[src/rtl/fifo_pair_pkg.sv]
package fifo_pair_pkg;

    localparam int DATA_W     = 8;
    localparam int FRAME_W    = DATA_W + 1;
    localparam int FIFO_DEPTH = 8;

    typedef logic [FRAME_W-1:0] frame_t;

    // one cycle of requests to a single queue
    typedef struct packed {
        logic push;
        logic pop;
        logic flush;
    } fifo_req_t;

    // status flags of a single queue
    typedef struct packed {
        logic half;
        logic full;
        logic ovf;
        logic udf;
    } fifo_flags_t;

    // register-side byte to bus frame: data up one place, ack slot set
    function automatic frame_t frame_from_byte(input logic [DATA_W-1:0] b);
        return {b, 1'b1};
    endfunction

    // bus frame to register-side byte: drop the ack slot
    function automatic logic [DATA_W-1:0] byte_from_frame(input frame_t f);
        return f[FRAME_W-1:1];
    endfunction

endpackage

[src/rtl/fifo_level_enc.sv]
module fifo_level_enc #(
    parameter int DEPTH = 8,
    parameter int CNT_W = $clog2(DEPTH + 1),
    parameter int LVL_W = $clog2(DEPTH)
) (
    input  logic [CNT_W-1:0] count,
    input  logic             en,
    output logic [LVL_W-1:0] level,
    output logic             half,
    output logic             full
);

    localparam logic [CNT_W-1:0] CAP_ON  = CNT_W'(DEPTH);
    localparam logic [CNT_W-1:0] CAP_OFF = CNT_W'(1);
    localparam logic [CNT_W-1:0] HALF_AT = CNT_W'(DEPTH / 2);

    logic [CNT_W-1:0] cap;

    always_comb begin
        cap   = en ? CAP_ON : CAP_OFF;
        full  = (count >= cap);
        half  = (count >= HALF_AT);
        level = count[LVL_W-1:0];
    end

endmodule

[src/rtl/frame_fifo.sv]
module frame_fifo
    import fifo_pair_pkg::*;
#(
    parameter int DEPTH = FIFO_DEPTH,
    parameter int W     = FRAME_W,
    parameter int LVL_W = $clog2(DEPTH)
) (
    input  logic             clk,
    input  logic             rst,
    input  logic             clear,
    input  logic             en,
    input  fifo_req_t        req,
    input  logic [W-1:0]     din,
    output logic [W-1:0]     dout,
    output logic [LVL_W-1:0] level,
    output fifo_flags_t      flags
);

    localparam int PTR_W = (DEPTH > 1) ? $clog2(DEPTH) : 1;
    localparam int CNT_W = $clog2(DEPTH + 1);
    localparam logic [PTR_W-1:0] LAST_SLOT = PTR_W'(DEPTH - 1);
    localparam logic [CNT_W-1:0] DEPTH_C   = CNT_W'(DEPTH);

    logic [W-1:0]     mem [DEPTH];
    logic [PTR_W-1:0] rd_ptr;
    logic [PTR_W-1:0] wr_ptr;
    logic [CNT_W-1:0] count;
    logic [W-1:0]     last_q;
    logic             ovf_q;
    logic             udf_q;
    logic             full_w;
    logic             half_w;
    logic             empty_w;
    logic             do_push;
    logic             do_pop;

    function automatic logic [PTR_W-1:0] step_ptr(input logic [PTR_W-1:0] p);
        return (p == LAST_SLOT) ? '0 : p + 1'b1;
    endfunction

    fifo_level_enc #(
        .DEPTH (DEPTH),
        .CNT_W (CNT_W),
        .LVL_W (LVL_W)
    ) u_enc (
        .count (count),
        .en    (en),
        .level (level),
        .half  (half_w),
        .full  (full_w)
    );

    assign empty_w = (count == '0);
    assign do_push = req.push && !full_w && !req.flush;
    assign do_pop  = req.pop && !empty_w && !req.flush;

    always_ff @(posedge clk) begin
        if (rst || clear) begin
            rd_ptr <= '0;
            wr_ptr <= '0;
            count  <= '0;
            last_q <= '0;
            ovf_q  <= 1'b0;
            udf_q  <= 1'b0;
        end else if (req.flush) begin
            rd_ptr <= '0;
            wr_ptr <= '0;
            count  <= '0;
        end else begin
            if (do_push) begin
                wr_ptr <= step_ptr(wr_ptr);
            end
            if (do_pop) begin
                rd_ptr <= step_ptr(rd_ptr);
                last_q <= mem[rd_ptr];
            end
            case ({do_push, do_pop})
                2'b10:   count <= count + 1'b1;
                2'b01:   count <= count - 1'b1;
                default: count <= count;
            endcase
            if (req.push && full_w) begin
                ovf_q <= 1'b1;
            end
            if (req.pop && empty_w) begin
                udf_q <= 1'b1;
            end
        end
    end

    always_ff @(posedge clk) begin
        if (!rst && !clear && do_push) begin
            mem[wr_ptr] <= din;
        end
    end

    assign dout = empty_w ? last_q : mem[rd_ptr];

    always_comb begin
        flags.half = half_w;
        flags.full = full_w;
        flags.ovf  = ovf_q;
        flags.udf  = udf_q;
    end


    count_bound_chk: assert property (@(posedge clk) disable iff (rst)
        count <= DEPTH_C);


    wrap_full_chk: assert property (@(posedge clk) disable iff (rst)
        (count == DEPTH_C) |-> (level == '0 && flags.full));


    no_overflow_chk: assert property (@(posedge clk) disable iff (rst)
        (req.push && flags.full && !req.pop && !req.flush && !clear) |=> $stable(count));


    ovf_set_chk: assert property (@(posedge clk) disable iff (rst)
        (req.push && flags.full && !req.flush && !clear) |=> flags.ovf);


    ovf_sticky_chk: assert property (@(posedge clk) disable iff (rst)
        (flags.ovf && !clear) |=> flags.ovf);


    udf_set_chk: assert property (@(posedge clk) disable iff (rst)
        (req.pop && count == '0 && !req.flush && !clear) |=> flags.udf);


    empty_hold_chk: assert property (@(posedge clk) disable iff (rst)
        (req.pop && count == '0 && !req.push && !req.flush && !clear) |=> $stable(dout));


    flush_empty_chk: assert property (@(posedge clk) disable iff (rst)
        (req.flush && !clear) |=> (level == '0 && !flags.full && !flags.half));

endmodule

[src/rtl/soft_reset_guard.sv]
module soft_reset_guard (
    input  logic clk,
    input  logic rst,
    input  logic soft_rst,
    input  logic rx_busy,
    output logic clear,
    output logic busy_err
);

    logic busy_q;

    assign clear    = soft_rst && !rx_busy;
    assign busy_err = busy_q;

    always_ff @(posedge clk) begin
        if (rst || clear) begin
            busy_q <= 1'b0;
        end else if (soft_rst) begin
            busy_q <= 1'b1;
        end
    end


    busy_set_chk: assert property (@(posedge clk) disable iff (rst)
        (soft_rst && rx_busy) |=> busy_err);


    busy_clear_chk: assert property (@(posedge clk) disable iff (rst)
        (soft_rst && !rx_busy) |=> !busy_err);

endmodule

[src/rtl/dual_frame_fifo.sv]
module dual_frame_fifo
    import fifo_pair_pkg::*;
#(
    parameter int DEPTH = FIFO_DEPTH,
    parameter int LVL_W = $clog2(DEPTH)
) (
    input  logic               clk,
    input  logic               rst,
    input  logic               tx_en,
    input  logic               rx_en,
    input  logic               soft_rst,
    input  logic               tx_push,
    input  logic [DATA_W-1:0]  tx_byte,
    input  logic               tx_flush,
    input  logic               tx_pop,
    output logic [FRAME_W-1:0] tx_frame,
    output logic [LVL_W-1:0]   tx_level,
    output logic               tx_half,
    output logic               tx_full,
    output logic               tx_ovf,
    output logic               tx_udf,
    input  logic               rx_push,
    input  logic [FRAME_W-1:0] rx_frame,
    input  logic               rx_flush,
    input  logic               rx_pop,
    output logic [DATA_W-1:0]  rx_byte,
    output logic [LVL_W-1:0]   rx_level,
    output logic               rx_half,
    output logic               rx_full,
    output logic               rx_ovf,
    output logic               rx_udf,
    output logic               busy_err
);

    localparam int N_CH  = 2;
    localparam int CH_TX = 0;
    localparam int CH_RX = 1;

    logic        en_v   [N_CH];
    fifo_req_t   req_v  [N_CH];
    frame_t      din_v  [N_CH];
    frame_t      dout_v [N_CH];
    logic [LVL_W-1:0] lvl_v [N_CH];
    fifo_flags_t flg_v  [N_CH];
    logic        clear;
    logic        rx_busy;

    always_comb begin
        en_v[CH_TX]        = tx_en;
        req_v[CH_TX].push  = tx_push;
        req_v[CH_TX].pop   = tx_pop;
        req_v[CH_TX].flush = tx_flush;
        din_v[CH_TX]       = frame_from_byte(tx_byte);
        en_v[CH_RX]        = rx_en;
        req_v[CH_RX].push  = rx_push;
        req_v[CH_RX].pop   = rx_pop;
        req_v[CH_RX].flush = rx_flush;
        din_v[CH_RX]       = rx_frame;
    end

    for (genvar c = 0; c < N_CH; c++) begin : g_ch
        frame_fifo #(
            .DEPTH (DEPTH),
            .W     (FRAME_W),
            .LVL_W (LVL_W)
        ) u_fifo (
            .clk   (clk),
            .rst   (rst),
            .clear (clear),
            .en    (en_v[c]),
            .req   (req_v[c]),
            .din   (din_v[c]),
            .dout  (dout_v[c]),
            .level (lvl_v[c]),
            .flags (flg_v[c])
        );
    end

    assign rx_busy = (lvl_v[CH_RX] != '0) || flg_v[CH_RX].full;

    soft_reset_guard u_guard (
        .clk      (clk),
        .rst      (rst),
        .soft_rst (soft_rst),
        .rx_busy  (rx_busy),
        .clear    (clear),
        .busy_err (busy_err)
    );

    assign tx_frame = dout_v[CH_TX];
    assign tx_level = lvl_v[CH_TX];
    assign tx_half  = flg_v[CH_TX].half;
    assign tx_full  = flg_v[CH_TX].full;
    assign tx_ovf   = flg_v[CH_TX].ovf;
    assign tx_udf   = flg_v[CH_TX].udf;
    assign rx_byte  = byte_from_frame(dout_v[CH_RX]);
    assign rx_level = lvl_v[CH_RX];
    assign rx_half  = flg_v[CH_RX].half;
    assign rx_full  = flg_v[CH_RX].full;
    assign rx_ovf   = flg_v[CH_RX].ovf;
    assign rx_udf   = flg_v[CH_RX].udf;

endmodule

[config.mk]
export PLATFORM = sky130hd
export DESIGN_NAME = dual_frame_fifo
export DESIGN_NICKNAME = d
export VERILOG_FILES = /design/src/rtl/fifo_pair_pkg.sv /design/src/rtl/fifo_level_enc.sv /design/src/rtl/frame_fifo.sv /design/src/rtl/soft_reset_guard.sv /design/src/rtl/dual_frame_fifo.sv
export SDC_FILE = /design/constraint.sdc
export NUM_CORES = 1
export LEC_CHECK = 0
export ABC_AREA = 1
export BUFFER_PORTS_ARGS = -buffer_cell sky130_fd_sc_hd__buf_2
export CAP_MARGIN = 20
export CORE_AREA = 2 2 98 148
export CTS_BUF_LIST = sky130_fd_sc_hd__clkbuf_2 sky130_fd_sc_hd__clkbuf_4 sky130_fd_sc_hd__clkbuf_8
export DETAILED_ROUTE_END_ITERATION = 8
export DIE_AREA = 0 0 100 150
export MAX_ROUTING_LAYER = met4
export PLACE_DENSITY_LB_ADDON = 0.1
export SYNTH_ARGS = -nofsm -noshare
export SYNTH_HDL_FRONTEND = slang
export SYNTH_HIERARCHICAL = 1
export SYNTH_SLANG_ARGS = --single-unit
[constraint.sdc]
create_clock -name clk -period 3.7 [get_ports clk]
set_clock_uncertainty 0.2 [all_clocks]
set_input_delay 0.185 -clock clk [delete_from_list [all_inputs] [get_ports clk]]
set_output_delay 0.185 -clock clk [all_outputs]
set_load 0.02 [all_outputs]
==> impl_metrics.tcl, run 1 <==
set metrics [dict create \
    grt_pass1_wl_um 26100 \
    final_nets 911 \
    cts_resized 0 \
    post_cts_buffers 0 \
    slowest_stage "dfxtp_1" \
    drive_gt1_frac 0.202 \
    design.core.area_um2 13800 \
    pre_cts_ws_ns 0.691 \
    cp-end-kind "flop" \
    finalCriticalPeriod_ns 3.04 \
    final_common_cell "nor2_1" \
    io_pins 60 \
    yosys_warnings 6 \
    path_clk_slew_ns 0.10 \
    fin_ws_ns 0.656 \
    start_util 0.589 \
    overflow 0 \
    cts_hold_buf 27 \
    num_rows 53 \
    hold_violations 0 \
    fp.dieW_um 100 \
    routed_via_density 5.36 \
    path_cells "inv_1 -> ha_1 -> inv_1 -> nor2_1 -> nand2_1 -> nand3_1 -> nor2_1 -> nand2_1 -> inv_1 -> nand2_2 -> inv_1 -> nor2_1 -> buf_4 -> inv_1 -> nor2_1 -> nand2_1 -> nor3_1 -> buf_4" \
    cts.sinks 184 \
    routedWlPerCell_um 15.8 \
    worstSetupStartpointType "flop" \
    avgSynthCellArea_um2 10.5 \
    fp.dieH_um 150 \
    first_iter_violations 316 \
    area_growth_pct 12.1 \
    slowest_delay_ns 0.47 \
    clkLatencyLatePin_ns 0.45 \
    drv_slew 0 \
    diodes 0 \
    hold_class "in -> reg" \
    max_slew.worst_pin.slew_ns 0.807 \
    min_period_over_period 0.823 \
    vias 5590 \
    grt_setup_unrepaired "false" \
    synthCells 776 \
    track_usage 0.236 \
    crit_arrival_ns 3.01 \
    drt-total-wl_um 16400 \
    grt_start_max_net_pins 37 \
    place_hpwl_um 11600 \
    gp_congestion 0.829 \
    path_class "reg -> reg" \
    drt-pass1-iter-count 5 \
    die-area_um2 15000 \
    first_global_vias 5458 \
    ant_nets 0 \
    synth_area_um2 8120 \
    cts_tree "yes" \
    num-fill-cells 1084 \
    vdd_ir_drop_max_uv 290 \
    cp_max_fo 11 \
    p_leak_uw 0.00355 \
    tns_ns 0 \
    port_buffers 58 \
    required_ns 3.66 \
    fmax_ghz 0.328 \
    drc 0 \
    cts_buffer_depth 2 \
    antenna_found_initial 0 \
    slew_headroom 0.461 \
    cap_violations 0 \
    cts_buffers 17 \
    power.density_nw_per_um2 421 \
    cts-htree-levels 4 \
    final_cell_mix "177 x nor2_1, 136 x edfxtp_1, 67 x nand2_1, 58 x buf_2, 56 x o21ai_1" \
    crit_top_cell "inv_1" \
    status "complete, no violations" \
    setup_viol 0 \
    cts_root_buffer "clkbuf_8" \
]
[per-stage QoR]
stage                     total power [µW]  utilization  hold slack [ns]  cells  area [µm²]
after floorplan                       2470            -           0.0839    783        8150
after global placement                2540        0.612            0.237    984        8450
after detailed placement              2550        0.612            0.266    984        8450
after CTS                             3860        0.660           0.0330   1043        9110
after global routing                  3990        0.660           0.0917   1043        9110
final                                 3840        0.660           0.0641   1043        9110
[layout make-up]
class / count / area, µm² / share of cell area
multi-input cells: 505 / 2540 / 0.279
clock inverters: 15 / 158 / 0.0173
repair buffers: 107 / 726 / 0.0797
flip-flops and latches: 184 / 5040 / 0.554
inverters: 50 / 198 / 0.0217
well taps: 165 / 206 / 0.0227
clock buffers: 17 / 234 / 0.0257
[per-layer routing]
layer  GRT usage  part of all wire  vias to the layer above
met1       0.247              0.38                     2640
met3      0.0397             0.036                       30
met2       0.433              0.55                      129
li1            -                 -                     2791
met4       0.101             0.032                        0
met5           -                 0                        -
[state kept, by name, summed over array words and instances, names as in the netlist, named ones only]
| register | flops |
|---|---|
| g_ch.u_fifo/last_q | 17 |
| g_ch.u_fifo/udf_q | 2 |
| g_ch.u_fifo/wr_ptr | 6 |
| g_ch.u_fifo/mem | 136 |
| g_ch.u_fifo/rd_ptr | 6 |
| g_ch.u_fifo/ovf_q | 2 |
| g_ch.u_fifo/count | 8 |
| u_guard/busy_err | 1 |
[power by group]
part           internal, µW  leakage (µW)  switching, µW  total [µW]
clock                   559      0.000196            752        1310
sequential             2230       0.00161           13.2        2240
combinational           103       0.00174            182         284
[worst max-delay path: cells and delay by family, from the launching register on]
family | cells | cell delay (ns)
simple gates | 10 | 1.08
flops | 1 | 0.47
buf+inv | 7 | 0.71
fa+ha+maj | 1 | 0.29
[worst paths after layout]
kind                            depth (start not counted)  slack (ns)                    start                  endpoint
worst max-delay path                                   18        0.66  g_ch[1].u_fifo/count[0]  g_ch[0].u_fifo/mem[1][1]
worst min-delay path                                    6        0.06                   tx_pop                      flop
worst max register to register                         18        0.66  g_ch[1].u_fifo/count[0]  g_ch[0].u_fifo/mem[1][1]
worst min register to register                          2        0.29     g_ch[0].u_fifo/udf_q      g_ch[0].u_fifo/udf_q
Note: power is estimated with default switching activity, not from simulation.
==> run 2, diff against run 1 <==
--- a/config.mk
+++ b/config.mk
@@ -5,13 +5,13 @@
 export SDC_FILE = /design/constraint.sdc
 export NUM_CORES = 1
 export LEC_CHECK = 0
-export ABC_AREA = 1
+export ABC_AREA = 0
 export BUFFER_PORTS_ARGS = -buffer_cell sky130_fd_sc_hd__buf_2
 export CAP_MARGIN = 20
-export CORE_AREA = 2 2 98 148
+export CORE_AREA = 2 2 100 151
 export CTS_BUF_LIST = sky130_fd_sc_hd__clkbuf_2 sky130_fd_sc_hd__clkbuf_4 sky130_fd_sc_hd__clkbuf_8
 export DETAILED_ROUTE_END_ITERATION = 8
-export DIE_AREA = 0 0 100 150
+export DIE_AREA = 0 0 102 153
 export MAX_ROUTING_LAYER = met4
 export PLACE_DENSITY_LB_ADDON = 0.1
 export SYNTH_ARGS = -nofsm -noshare
==> constraint.sdc (replaced) <==
create_clock -name clk -period 2.5 [get_ports clk]
set_clock_uncertainty 0.2 [all_clocks]
set_input_delay 0.125 -clock clk [delete_from_list [all_inputs] [get_ports clk]]
set_output_delay 0.125 -clock clk [all_outputs]
set_load 0.02 [all_outputs]
==> run 2 against run 1 <==
  * The run now ends with setup timing left
  * First-iteration DRC count is 52% lower
  * Sequential share of layout area is 2.5 points lower
  * Hold slack better by 0.077 ns
  * Critical path depth is 5 lower
  * Wire length is 9.4% lower
  * Clock power is 46% higher
  * Global-route usage is 3.5 points lower
  * Count of clock-buffer cells in the layout is 1 higher
  * Fmax is 2.0% higher
  * Critical path type unchanged
  * Largest cell class unchanged
  * Highest routed layer unchanged
==> impl_metrics.tcl, run 2 <==
set metrics [dict create \
    fp.dieW_um 102 \
    first_global_vias 4538 \
    grt_start_max_net_pins 22 \
    area_growth_pct 26.5 \
    slew_headroom 0.565 \
    drt-total-wl_um 14900 \
    worstSetupStartpointType "flop" \
    overflow 0 \
    top_regs "g_ch.u_fifo/mem (136), g_ch.u_fifo/last_q (17), g_ch.u_fifo/count (8)" \
    critPathCapture "g_ch[1].u_fifo/count[2]" \
    status "finished, violations left" \
    synth_area_um2 7560 \
    synthCells 494 \
    vias 4418 \
    cts.sinks 184 \
    avgSynthCellArea_um2 15.3 \
    num_rows 54 \
    r2r-start "g_ch[1].u_fifo/count[0]" \
    finalCriticalPeriod_ns 2.98 \
    io_pins 60 \
    r2r_end "g_ch[1].u_fifo/count[2]" \
    yosys_warnings 6 \
    path_class "reg -> reg" \
    place_area_um2 8640 \
    place_hpwl_um 10000 \
    final_nets 667 \
    largest_register_ffs 136 \
    reg2reg_setup_slack_ns -0.48 \
    track_usage 0.202 \
    num-fill-cells 1023 \
    final_cell_mix "136 x edfxtp_1, 58 x buf_2, 46 x dfxtp_1, 42 x nor2_1, 40 x a21oi_1" \
    vdd_ir_drop_max_uv 528 \
    drc 0 \
    min_period_over_period 1.19 \
    cts_root_buffer "clkbuf_8" \
    cts_buffer_depth 2 \
    max_slew.worst_pin.slew_ns 0.652 \
    gp_congestion 0.791 \
    fin_ws_ns -0.484 \
    antenna_found_initial 0 \
    regMostFlops "g_ch.u_fifo/mem" \
    fp.dieH_um 153 \
    port_buffers 58 \
    required_ns 2.70 \
    drt-pass1-iter-count 4 \
    fin_util 0.667 \
    final_common_cell "edfxtp_1" \
    cap_violations 0 \
    p_leak_uw 0.00336 \
    grt_setup_unrepaired "true" \
    die-area_um2 15600 \
    r2r_cells 13 \
    fmax_ghz 0.335 \
    grt_pass1_wl_um 22600 \
    violations "setup timing" \
    crit_arrival_ns 3.18 \
    cp_max_fo 3 \
    routedWlPerCell_um 17.9 \
    hold_class "in -> reg" \
    cp-end-kind "flop" \
    diodes 0 \
    drv_slew 0 \
    cts-htree-levels 4 \
    design.core.area_um2 14300 \
    cts_buffers 17 \
    cts_tree "yes" \
    fin_area_um2 9560 \
    routed_via_density 5.32 \
    tns_ns -60.06 \
    path_clk_slew_ns 0.10 \
    hold_violations 0 \
    min-delay-start "rx_pop" \
    clkLatencyLatePin_ns 0.46 \
    power.density_nw_per_um2 577 \
    drive_gt1_frac 0.383 \
    start_util 0.528 \
    startpoint "g_ch[1].u_fifo/count[0]" \
    ant_nets 0 \
    setup_viol 180 \
    first_iter_violations 151 \
]
[run 2: metal layers]
metal	vias up	wire (µm)	part of all wire	global-route usage
met2	73	8800	0.59	0.371
met4	0	202	0.014	0.0762
met5	-	0	0	-
met1	2220	5510	0.37	0.200
met3	16	371	0.025	0.0480
li1	2109	-	-	-
[run 2: timing repair]
item | CTS | global route
hold buffers | 25 | 0
endpoints found under the hold margin | 175 | 0
pin swaps | 19 | 19
buffers inserted | 5 | 13
cloned | 0 | 2
endpoints found under the setup margin | 191 | 196
gates resized for setup | 16 | 29
[run 2: report_power, final]
part | switching, µW | internal, µW | total, µW
registers | 8.41 | 3280 | 3290
logic | 166 | 158 | 325
clock network | 1080 | 823 | 1910
total | 1260 | 4260 | 5520
[run 2: stage by stage]
stage	power, µW	hold slack, ns	worst slack [ns]	instances
after floorplan	3510	-0.00262	-0.539	501
after global routing	5720	0.128	-0.562	830
after global placement	3610	0.182	-0.426	761
final	5520	0.141	-0.484	830
after detailed placement	3620	0.195	-0.500	761
after CTS	5550	0.0939	-0.504	819
[run 2: layout make-up]
type,instances,area [µm²],share of cell area
Multi-Input combinational cell,274,2720,0.285
Clock buffer,18,241,0.0253
Timing Repair Buffer,136,1130,0.118
Clock inverter,14,136,0.0143
Tap cell,196,245,0.0257
Sequential cell,184,5050,0.528
Inverter,8,32.5,0.00340
[run 2: worst min-delay path by stage]
stage / to / slack [ns] / cells past startpoint
final: g_ch[1].u_fifo/last_q[8] / 0.14 / 4
after global routing: g_ch[1].u_fifo/last_q[8] / 0.13 / 4
after CTS: g_ch[1].u_fifo/last_q[8] / 0.09 / 4
after detailed placement: g_ch[1].u_fifo/mem[6][8] / 0.20 / 1
after global placement: g_ch[1].u_fifo/mem[7][7] / 0.18 / 1
after floorplan: u_guard/busy_err / -0.003 / 1
[run 2: worst max-delay path, stage by stage, from the launching register on]
cell      delay, ns
dfxtp_4        0.35
inv_2          0.06
ha_4           0.19
or4b_4         0.47
a21o_1         0.20
nand2b_4       0.14
nand2b_4       0.16
ha_4           0.18
xor2_2         0.13
ha_2           0.18
a21oi_2        0.12
xor2_1         0.10
or3_1          0.31
a21oi_1        0.12
==> run 3, diff against run 2 <==
--- a/config.mk
+++ b/config.mk
@@ -13,7 +13,7 @@
 export DETAILED_ROUTE_END_ITERATION = 8
 export DIE_AREA = 0 0 102 153
 export MAX_ROUTING_LAYER = met4
-export PLACE_DENSITY_LB_ADDON = 0.1
+export PLACE_DENSITY = 0.73
 export SYNTH_ARGS = -nofsm -noshare
 export SYNTH_HDL_FRONTEND = slang
 export SYNTH_HIERARCHICAL = 1
==> run 3 against run 2 <==
  * The run still ends with setup timing left
  * Non-clock buffer count is 8 lower
  * Core utilization is 0.82 points lower
  * Sequential cell count stayed put
  * Clock power is 3% higher
  * Critical path type unchanged
  * Largest cell class unchanged
==> impl_metrics.tcl, run 3 (synthesis results as in run 2) <==
set metrics [dict create \
    top_regs "g_ch.u_fifo/mem (136), g_ch.u_fifo/last_q (17), g_ch.u_fifo/count (8)" \
    fin_ws_ns -0.527 \
    totalPowerFinal_uw 5570 \
    grt_setup_unrepaired "true" \
    fin_cells 824 \
    port_buffers 58 \
    cp_max_fo 8 \
    cts_buffer_depth 2 \
    r2r-start "g_ch[1].u_fifo/count[0]" \
    worstSetupStartpointType "flop" \
    drt-pass1-iter-count 5 \
    drive_gt1_frac 0.377 \
    hold_class "in -> reg" \
    status "finished, violations left" \
    violations "setup timing" \
    slew_headroom 0.603 \
    startpoint "g_ch[1].u_fifo/count[0]" \
    power.density_nw_per_um2 590 \
    cts_tree "yes" \
    path_class "reg -> reg" \
    tns_ns -75.88 \
    fp.dieW_um 102 \
    required_ns 2.53 \
    clkLatencyLatePin_ns 0.46 \
    vias 4451 \
    reg2reg_setup_slack_ns -0.53 \
    cp-end-kind "flop" \
    io_pins 60 \
    first_global_vias 4594 \
    hold_violations 0 \
    setup_viol 184 \
    first_iter_violations 209 \
    cts_root_buffer "clkbuf_8" \
    drc 0 \
    start_util 0.528 \
    min_period_over_period 1.21 \
    die-area_um2 15600 \
    place_hpwl_um 10400 \
    grt_start_max_net_pins 22 \
    cts_buffers 17 \
    r2r_cells 12 \
    max_slew.worst_pin.slew_ns 0.595 \
    antenna_found_initial 0 \
    cts.sinks 184 \
    fmax_ghz 0.330 \
    crit_arrival_ns 3.05 \
    gp_congestion 0.842 \
    critPathCapture "g_ch[1].u_fifo/mem[0][8]" \
    dp_cells 761 \
    fp.dieH_um 153 \
    routedWlPerCell_um 18.5 \
    largest_register_ffs 136 \
    finalCriticalPeriod_ns 3.03 \
    drv_slew 0 \
    final_nets 661 \
    regMostFlops "g_ch.u_fifo/mem" \
    track_usage 0.204 \
    vdd_ir_drop_max_uv 490 \
    fin_util 0.659 \
    drt-total-wl_um 15300 \
    grt_pass1_wl_um 23200 \
    num_rows 54 \
    final_cell_mix "136 x edfxtp_1, 56 x buf_2, 45 x dfxtp_1, 42 x nor2_1, 35 x a21oi_1" \
    routed_via_density 5.40 \
    p_leak_uw 0.00332 \
    cap_violations 0 \
    overflow 0 \
    diodes 0 \
    path_clk_slew_ns 0.10 \
    final_common_cell "edfxtp_1" \
    r2r_end "g_ch[1].u_fifo/mem[0][8]" \
    ant_nets 0 \
    design.core.area_um2 14300 \
    area_growth_pct 24.9 \
    cts-htree-levels 4 \
]
## run 3: worst min path at each step
stage / start / endpoint / slack [ns] / depth (start not counted)
CTS: rx_pop / g_ch[1].u_fifo/last_q[8] / 0.1 / 4
detailed placement: rx_frame[3] / g_ch[1].u_fifo/mem[7][3] / 0.20 / 1
finish: rx_pop / g_ch[1].u_fifo/last_q[2] / 0.13 / 4
global route: rx_pop / g_ch[1].u_fifo/last_q[8] / 0.12 / 4
floorplan: rst / u_guard/busy_err / -0.003 / 1
global placement: rx_frame[3] / g_ch[1].u_fifo/mem[5][3] / 0.19 / 1
## run 3: area by class of cell
| class | count | area (µm²) |
|---|---|---|
| flip-flops and latches | 184 | 5050 |
| clock inverters | 14 | 170 |
| fillers | 1022 | 4880 |
| inverters | 8 | 30.0 |
| clock buffers | 18 | 241 |
| repair buffers | 128 | 1020 |
| well taps | 196 | 245 |
| multi-input cells | 276 | 2690 |
## run 3: critical path, stage by stage, from the launching register on
cell	delay [ns]
dfxtp_4	0.36
inv_2	0.06
ha_4	0.18
or4b_1	0.47
a21o_1	0.24
buf_4	0.14
or4_4	0.43
nor2b_4	0.15
or2_4	0.14
or3_4	0.14
buf_12	0.10
nor3_4	0.04
buf_12	0.15
## run 3: what timing repair did
| action | CTS | global route |
|---|---|---|
| resized for setup | 9 | 25 |
| buffers inserted | 3 | 10 |
| endpoints found under the hold margin | 170 | 0 |
| cloned | 0 | 3 |
| pin swaps | 15 | 16 |
| setup endpoints to repair | 188 | 196 |
| hold buffers | 25 | 0 |
## run 3: report_power, final
group          total, µW  internal (µW)  switching, µW  leakage, µW
Clock               1960            780           1180     0.000208
Combinational        317            151            166      0.00150
Sequential          3290           3280           8.47      0.00161
## run 3: metal layers
metal	GRT usage	vias up	wire (µm)
li1	-	2101	-
met1	0.215	2247	5630
met2	0.383	92	8950
met3	0.0334	11	511
met4	0.0540	0	153
met5	-	-	0
## run 3: stage by stage
step,hold WS (ns),cell area (µm²),worst slack (ns)
final,0.134,9440,-0.527
after CTS,0.0960,9270,-0.532
after detailed placement,0.202,8630,-0.513
after global routing,0.124,9440,-0.640
after floorplan,-0.00262,7890,-0.539
after global placement,0.186,8630,-0.451
